===== config.mk =====
export PLATFORM = sky130hd
export DESIGN_NAME = tree_line_ctl
export DESIGN_NICKNAME = d
export VERILOG_FILES = /design/src/rtl/tree_line_ctl.sv
export SDC_FILE = /design/constraint.sdc
export NUM_CORES = 1
export LEC_CHECK = 0
export CORE_ASPECT_RATIO = 1.75
export CORE_MARGIN = 5
export CORE_UTILIZATION = 49
export CTS_CLUSTER_SIZE = 8
export DETAILED_ROUTE_END_ITERATION = 16
export GPL_TIMING_DRIVEN = 0
export HOLD_SLACK_MARGIN = 0.15
export PLACE_DENSITY = 0.84
export SKIP_CTS_REPAIR_TIMING = 1
export SLEW_MARGIN = 10
export SYNTH_ARGS = -nofsm -noshare
export SYNTH_HDL_FRONTEND = slang
export SYNTH_SLANG_ARGS = --single-unit

===== constraint.sdc =====
create_clock -name clk -period 3.2 [get_ports clk]
set_input_delay 0.64 -clock clk [delete_from_list [all_inputs] [get_ports clk]]
set_output_delay 0.64 -clock clk [all_outputs]
set_load 0.005 [all_outputs]

===== src/rtl/tree_line_ctl.sv =====
module tree_line_ctl #(
  parameter int NODE_W = 4
) (
  input  logic              clk,
  input  logic              rst_n,
  input  logic              cpu_rd,
  input  logic              cpu_wr,
  input  logic              cpu_evict,
  input  logic              msg_data,
  input  logic [1:0]        msg_kid_vld,
  input  logic [NODE_W-1:0] msg_kid_a,
  input  logic [NODE_W-1:0] msg_kid_b,
  input  logic              msg_inv,
  input  logic [NODE_W-1:0] msg_inv_src,
  input  logic              msg_rinv,
  input  logic              msg_ack,
  output logic              req_rd,
  output logic              req_wr,
  output logic [1:0]        inv_out,
  output logic [1:0]        rinv_out,
  output logic              ack_out,
  output logic [NODE_W-1:0] ack_dst,
  output logic [NODE_W-1:0] kid_a,
  output logic [NODE_W-1:0] kid_b,
  output logic [1:0]        kid_vld,
  output logic [2:0]        line_st
);
  typedef enum logic [2:0] {
    ST_I = 3'd0, ST_V = 3'd1, ST_E = 3'd2,
    ST_RMIP = 3'd3, ST_WMIP = 3'd4, ST_INVIP = 3'd5
  } st_t;

  st_t st;
  logic [1:0] kv, cnt;
  logic [NODE_W-1:0] ka, kb, up, pend_src;
  logic pend;

  logic stable, inv_now, inv_stale, rinv_now, cpu_go, victim, miss_rd, miss_wr, last_ack;
  logic [NODE_W-1:0] inv_src;

  assign stable    = (st == ST_V) || (st == ST_E);
  assign inv_now   = stable && (msg_inv || pend);
  assign inv_src   = pend ? pend_src : msg_inv_src;
  assign inv_stale = msg_inv && ((st == ST_I) || (st == ST_WMIP));
  assign rinv_now  = stable && !inv_now && msg_rinv;
  assign cpu_go    = !inv_now && !rinv_now;
  assign victim    = stable && cpu_go && (cpu_evict || (cpu_wr && st == ST_V));
  assign miss_wr   = cpu_go && cpu_wr && ((st == ST_I) || (stable && (cpu_evict || st == ST_V)));
  assign miss_rd   = cpu_go && cpu_rd && !cpu_wr && ((st == ST_I) || (stable && cpu_evict));
  assign last_ack  = (st == ST_INVIP) && msg_ack && (cnt == 2'd1);

  assign req_rd   = miss_rd;
  assign req_wr   = miss_wr;
  assign inv_out  = inv_now ? kv : 2'b00;
  assign rinv_out = (rinv_now || victim) ? kv : 2'b00;
  assign ack_out  = (inv_now && kv == 2'b00) || inv_stale || last_ack;
  assign ack_dst  = (st == ST_INVIP) ? up : inv_src;
  assign kid_a    = ka;
  assign kid_b    = kb;
  assign kid_vld  = kv;
  assign line_st  = st;

  always_ff @(posedge clk) begin
    if (!rst_n) begin
      st <= ST_I;
      kv <= '0;
      ka <= '0;
      kb <= '0;
      cnt <= '0;
      up <= '0;
      pend <= 1'b0;
      pend_src <= '0;
    end else begin
      case (st)
        ST_I: begin
          if (miss_wr) st <= ST_WMIP;
          else if (miss_rd) st <= ST_RMIP;
        end
        ST_V, ST_E: begin
          if (inv_now) begin
            pend <= 1'b0;
            if (kv == 2'b00) st <= ST_I;
            else begin
              st  <= ST_INVIP;
              cnt <= {1'b0, kv[0]} + {1'b0, kv[1]};
              up  <= inv_src;
            end
          end else if (rinv_now) begin
            st <= ST_I;
            kv <= '0;
          end else begin
            if (victim) kv <= '0;
            if (miss_wr) st <= ST_WMIP;
            else if (miss_rd) st <= ST_RMIP;
            else if (victim) st <= ST_I;
          end
        end
        ST_RMIP: begin
          if (msg_inv && !pend) begin
            pend <= 1'b1;
            pend_src <= msg_inv_src;
          end
          if (msg_data) begin
            st <= ST_V;
            kv <= msg_kid_vld;
            ka <= msg_kid_a;
            kb <= msg_kid_b;
          end
        end
        ST_WMIP: begin
          if (msg_data) begin
            st <= ST_E;
            kv <= '0;
          end
        end
        ST_INVIP: begin
          if (msg_ack) begin
            if (cnt == 2'd1) begin
              st <= ST_I;
              kv <= '0;
              cnt <= '0;
            end else cnt <= cnt - 2'd1;
          end
        end
        default: st <= ST_I;
      endcase
    end
  end
endmodule



# Word-level counts from Yosys, hierarchy flattened
# Index checks and enable logic that the tools add are counted.
[op_classes] reduce_logical=46 eq_ne=17 bitwise_logic=1 n_addsub=2 muxes=33
[op_table] op="3-bit 2-to-1 mux" n=12
[op_table] op="2-bit 2-to-1 mux" n=13
[op_table] op="1-bit logical AND" n=19
[op_table] op="3-bit case mux with 5 select lines" n=1
[op_table] op="2-bit != test (second input constant)" n=7
[op_table] op="1-bit logical OR" n=10
[op_table] op="4-bit 2-to-1 mux" n=2
[op_table] op="2-bit case mux with 4 select lines" n=1
[op_table] op="7-bit AND reduction" n=1
[op_table] op="3-bit by 2-bit == test with 1-bit output (second input constant)" n=2
[op_table] op="3-bit == test (second input constant)" n=2
[op_table] op="3-bit != test (second input constant)" n=2
[op_table] op="6-bit != test (second input constant)" n=1
[op_table] op="3-bit AND reduction" n=2
[op_table] op="6-bit AND reduction" n=1
[op_table] op="1-bit logical NOT" n=4
[op_table] op="2-bit case mux with 2 select lines" n=1
[op_table] op="2-bit AND reduction" n=2
[op_table] op="4-bit AND reduction" n=1
[op_table] op="2-bit nonzero test" n=2
[op_table] op="4-bit nonzero test" n=1
[op_table] op="3-bit by 1-bit == test with 1-bit output (second input constant)" n=1
[op_table] op="3-bit logical NOT" n=1
[op_table] op="1-bit by 1-bit adder with 2-bit output" n=1
[op_table] op="8 further kinds" n=9
[totals] elab_cells=107 input_bits=23 regBits=24

# Logic depth before layout (Yosys ltp)
[logic_depth] word_depth=16 depth_mapped=7 depth_no_buf=7

# Least setup slack after synthesis
# No wires, ideal clock.
[synth_path] kind="input-to-output" start="input port msg_inv" end="output port req_wr" cell_stages=2 path_slack_ps=1191 t_arrival_ps=1369 path_buffers=0 cell_sequence="or3_1 a221oi_2"
[synth_via] elab_chain_len=9
[synth_rtl] element="start, declared" line_no="13" text="input logic msg_inv,"
[synth_rtl] element="1-bit logical OR (*)" line_no="42" text="assign inv_now = stable && (msg_inv || pend);"
[synth_rtl] element="1-bit logical AND (*)" line_no="42"
[synth_rtl] element="1-bit logical NOT (*)" line_no="45, 46"
[synth_rtl] element="1-bit logical AND (2 in a row)" line_no="45" text="assign rinv_now = stable && !inv_now && msg_rinv;"
[synth_rtl] element="1-bit logical NOT" line_no="46" text="assign cpu_go = !inv_now && !rinv_now;"
[synth_rtl] element="1-bit logical AND (*)" line_no="46"
[synth_rtl] element="1-bit logical AND (*) (2 in a row)" line_no="48" text="assign miss_wr = cpu_go && cpu_wr && ((st == ST_I) || (stable && (cpu_evict || st == ST_V)));"
[synth_rtl] element="end, declared" line_no="18" text="output logic req_wr,"
# Mark *: on every way between the ends. The rest lies on a longest branch, timed or not.

# Worst setup path after layout
# Same ends and word-level chain as after synthesis.

==> impl_metrics.yaml <==
critical_path:
  r2r-start: "kid_vld[0]$_SDFFE_PN0P_"
  endpoint: "req_wr"
  crit_type: "primary input to output pin"
  setup.worst_path.start_class: "primary input"
  rr_worst_depth: 6
  cp-startpoint: "msg_inv"
  critPathMaxFanout: 6
  crit_top_cell: "clkdlybuf4s50_1"
  critPathMaxStageDelay_ps: 560
  arrival_ps: 2500
  critPathCaptureType: "output pin"
  reg2reg_slack_ps: 1330
  path_cells: "clkdlybuf4s50_1 > or3_4 > a221oi_4 > clkdlybuf4s50_1"
  r2r_end: "cnt[0]$_SDFFE_PN0P_"
  cp_slowest_cell: "clkdlybuf4s50_1"
  required_ps: 2560
route:
  vias: 1491
  wl_per_cell_um: 16.11
  routed_wl_um: 4124
  viasPerCell: 5.824
  drc: 0
  drtPass1Iterations: 4
  ant_nets: 0
  drt_iter0_drc: 37
floorplan:
  initial_core_util: 0.5052
  core_area_um2: 2895
  dieWidth_um: 51.30
  die_h_um: 82.28
  die_area_um2: 4221
  row_count: 26
  ios: 47
place:
  port_buffers: 45
  dp_cells: 252
  place_area_um2: 1948
  hpwl_um: 3205
  gp_congestion: 0.8805
global_routing:
  antenna_found_initial: 0
  grt_max_degree: 14
  grt_pass1_vias: 1486
  grt_pass1_wl_um: 6575
  overflow: 0
  grt.total_usage: 0.2025
pwr:
  power.share.combinational: 0.420
  p_leak_nw: 0.7919
  clkPwrFrac: 0.217
  swShare: 0.3436
  seqPwrFrac: 0.363
  ir_drop_v: 0.0003334
  p_int_mw: 0.6276
  p_sw_mw: 0.3285
  power.density_nw_per_um2: 473.4
clock_network:
  numCtsBuffers: 3
  path_clk_slew_ps: 80
  clk_latency_ps: 260
  htreeDepth: 1
  numClockSinks: 24
  cts_buffer_depth: 2
  cts_root_buffer: "clkbuf_8"
  cts_tree: "done"
yosys:
  synth-async-reset-ratio: 0
  synthAdderAreaFrac: 0.03251
  synth_compound_area_frac: 0.2447
  synth_area_leaders: "dfxtp_1 (33%), nand2_1 (8.2%), mux2i_1 (7.5%)"
  syn_inst: 179
  ys_warn_count: 0
  synth_top_family_by_area: "simple AND/OR/NAND/NOR gates"
  synthMuxAreaShare: 0.07528
  synth_flop_cell: "dfxtp_1"
  synth_nets: 205
  yosysSeqAreaShare: 0.3285
  synthXorXnorAreaFrac: 0
  synth.distinct_cells: 47
  synth-seq-cells: 24
  yosys.area.top_type: "dfxtp_1"
  synth-simple-area-share: 0.2609
  synth.top_cell.area_share: 0.3285
  avgSynthCellArea_um2: 8.171
  syn_area_um2: 1463
  synth_edf_count: 0
timing:
  setup_viol: 0
  period_needed_ps: 3135
  hold_viol: 0
  period_share: 0.9797
  slew_headroom: 0.6415
  fmax_ghz: 0.3190
  drv_slew: 0
  finClkSkew_ps: 0.7747
  fin_hold_ws_ps: 470.4
  tightest_slew_ps: 537.7
  setup_tns_ps: 0
  rsz0062_at_grt: "false"
final_layout:
  num-fill-cells: 237
  final_common_cell: "clkdlybuf4s50_1"
  nNetsFinal: 255
  area_growth_pct: 38.07
  num_antenna_cells: 0
  drive_above_1_share: 0.09211
  final_core_util: 0.6975
  stdcell_count: 256
  final_cell_mix: "clkdlybuf4s50_1 (45), nand2_1 (32), dfxtp_1 (24)"
  final_area_um2: 2019
run:
  cap_violations: 0
hold_path:
  min_path_type: "flop to flop"
outcome:
  status: "complete, no violations"
-- how the worst min path moves through the flow --
stage,from,endpoint,cells after the start
floorplan,kid_b[0]$_SDFFE_PN0P_,kid_b[0]$_SDFFE_PN0P_,2
global placement,kid_a[2]$_SDFFE_PN0P_,kid_a[2]$_SDFFE_PN0P_,2
detailed placement,kid_b[3]$_SDFFE_PN0P_,kid_b[3]$_SDFFE_PN0P_,2
CTS,kid_b[3]$_SDFFE_PN0P_,kid_b[3]$_SDFFE_PN0P_,2
global route,kid_a[2]$_SDFFE_PN0P_,kid_a[2]$_SDFFE_PN0P_,2
finish,kid_b[3]$_SDFFE_PN0P_,kid_b[3]$_SDFFE_PN0P_,2
-- flip-flops by register name, summed over array words and instances, names as in the netlist --
name      count
up            4
kid_a         4
line_st       3
kid_vld       2
pend_src      4
kid_b         4
cnt           2
pend          1
-- worst max-delay path: cells and delay by family --
family                 cells  cell delay, ps
AO/OA/AOI/OAI              1             300
buffers and inverters      2            1090
AND/OR/NAND/NOR            1             460
-- through the flow --
step / setup WS (ps) / power [mW]
finish: 64.95 / 0.9561
global route: 7.076 / 1.009
CTS: 9.999 / 0.9459
detailed placement: 5.902 / 0.7369
global placement: -17.01 / 0.7314
floorplan: 1191 / 0.5808
-- synth_stat cells (2+ instances only) --
cell type  number
a21oi_1         7
or3_1           2
nand3_1         3
clkbuf_2        2
a21boi_0        9
dfxtp_1        24
nand2_1        32
nor2_1         11
o21ai_0         4
o31a_1          3
ha_1            3
or2_2           2
clkbuf_1        3
or4_1           2
and2_1          2
a31oi_1         2
buf_2           3
nor4_1          2
inv_1           6
and3_2          2
mux2i_1        11
nor2b_1         6
nand2b_1        5
a211oi_1        2
o211ai_1        3
o211a_1         6
buf_4           2
-- final cells by class --
cell class / count / area, µm² / share of cell area
clock buffers: 4 / 55.05 / 0.02726
inverters: 6 / 22.52 / 0.01115
repair buffers: 45 / 450.4 / 0.2230
flip-flops and latches: 24 / 480.5 / 0.2379
plain buffers: 11 / 62.56 / 0.03098
multi-input cells: 138 / 913.4 / 0.4523
well taps: 28 / 35.03 / 0.01735
-- power groups by stage --
stage	Combinational (mW)	Sequential [mW]	Clock (mW)
final	0.401	0.347	0.208
after global routing	0.435	0.348	0.226
after floorplan	0.236	0.344	0
after detailed placement	0.385	0.351	0
after global placement	0.380	0.351	0
after CTS	0.388	0.345	0.212
-- routing by layer --
layer  global-route usage  share of wire
met5                    0              0
met4               0.1076          0.021
met3              0.01975          0.045
met2               0.3953           0.57
met1               0.2062           0.36
-- logic make-up after synthesis --
logic type      Yosys count
simple gates             76
fa+ha+maj                 4
buf+inv                  17
mux                      11
compound gates           47
flops                    24
(Power assumes the default switching activity.)
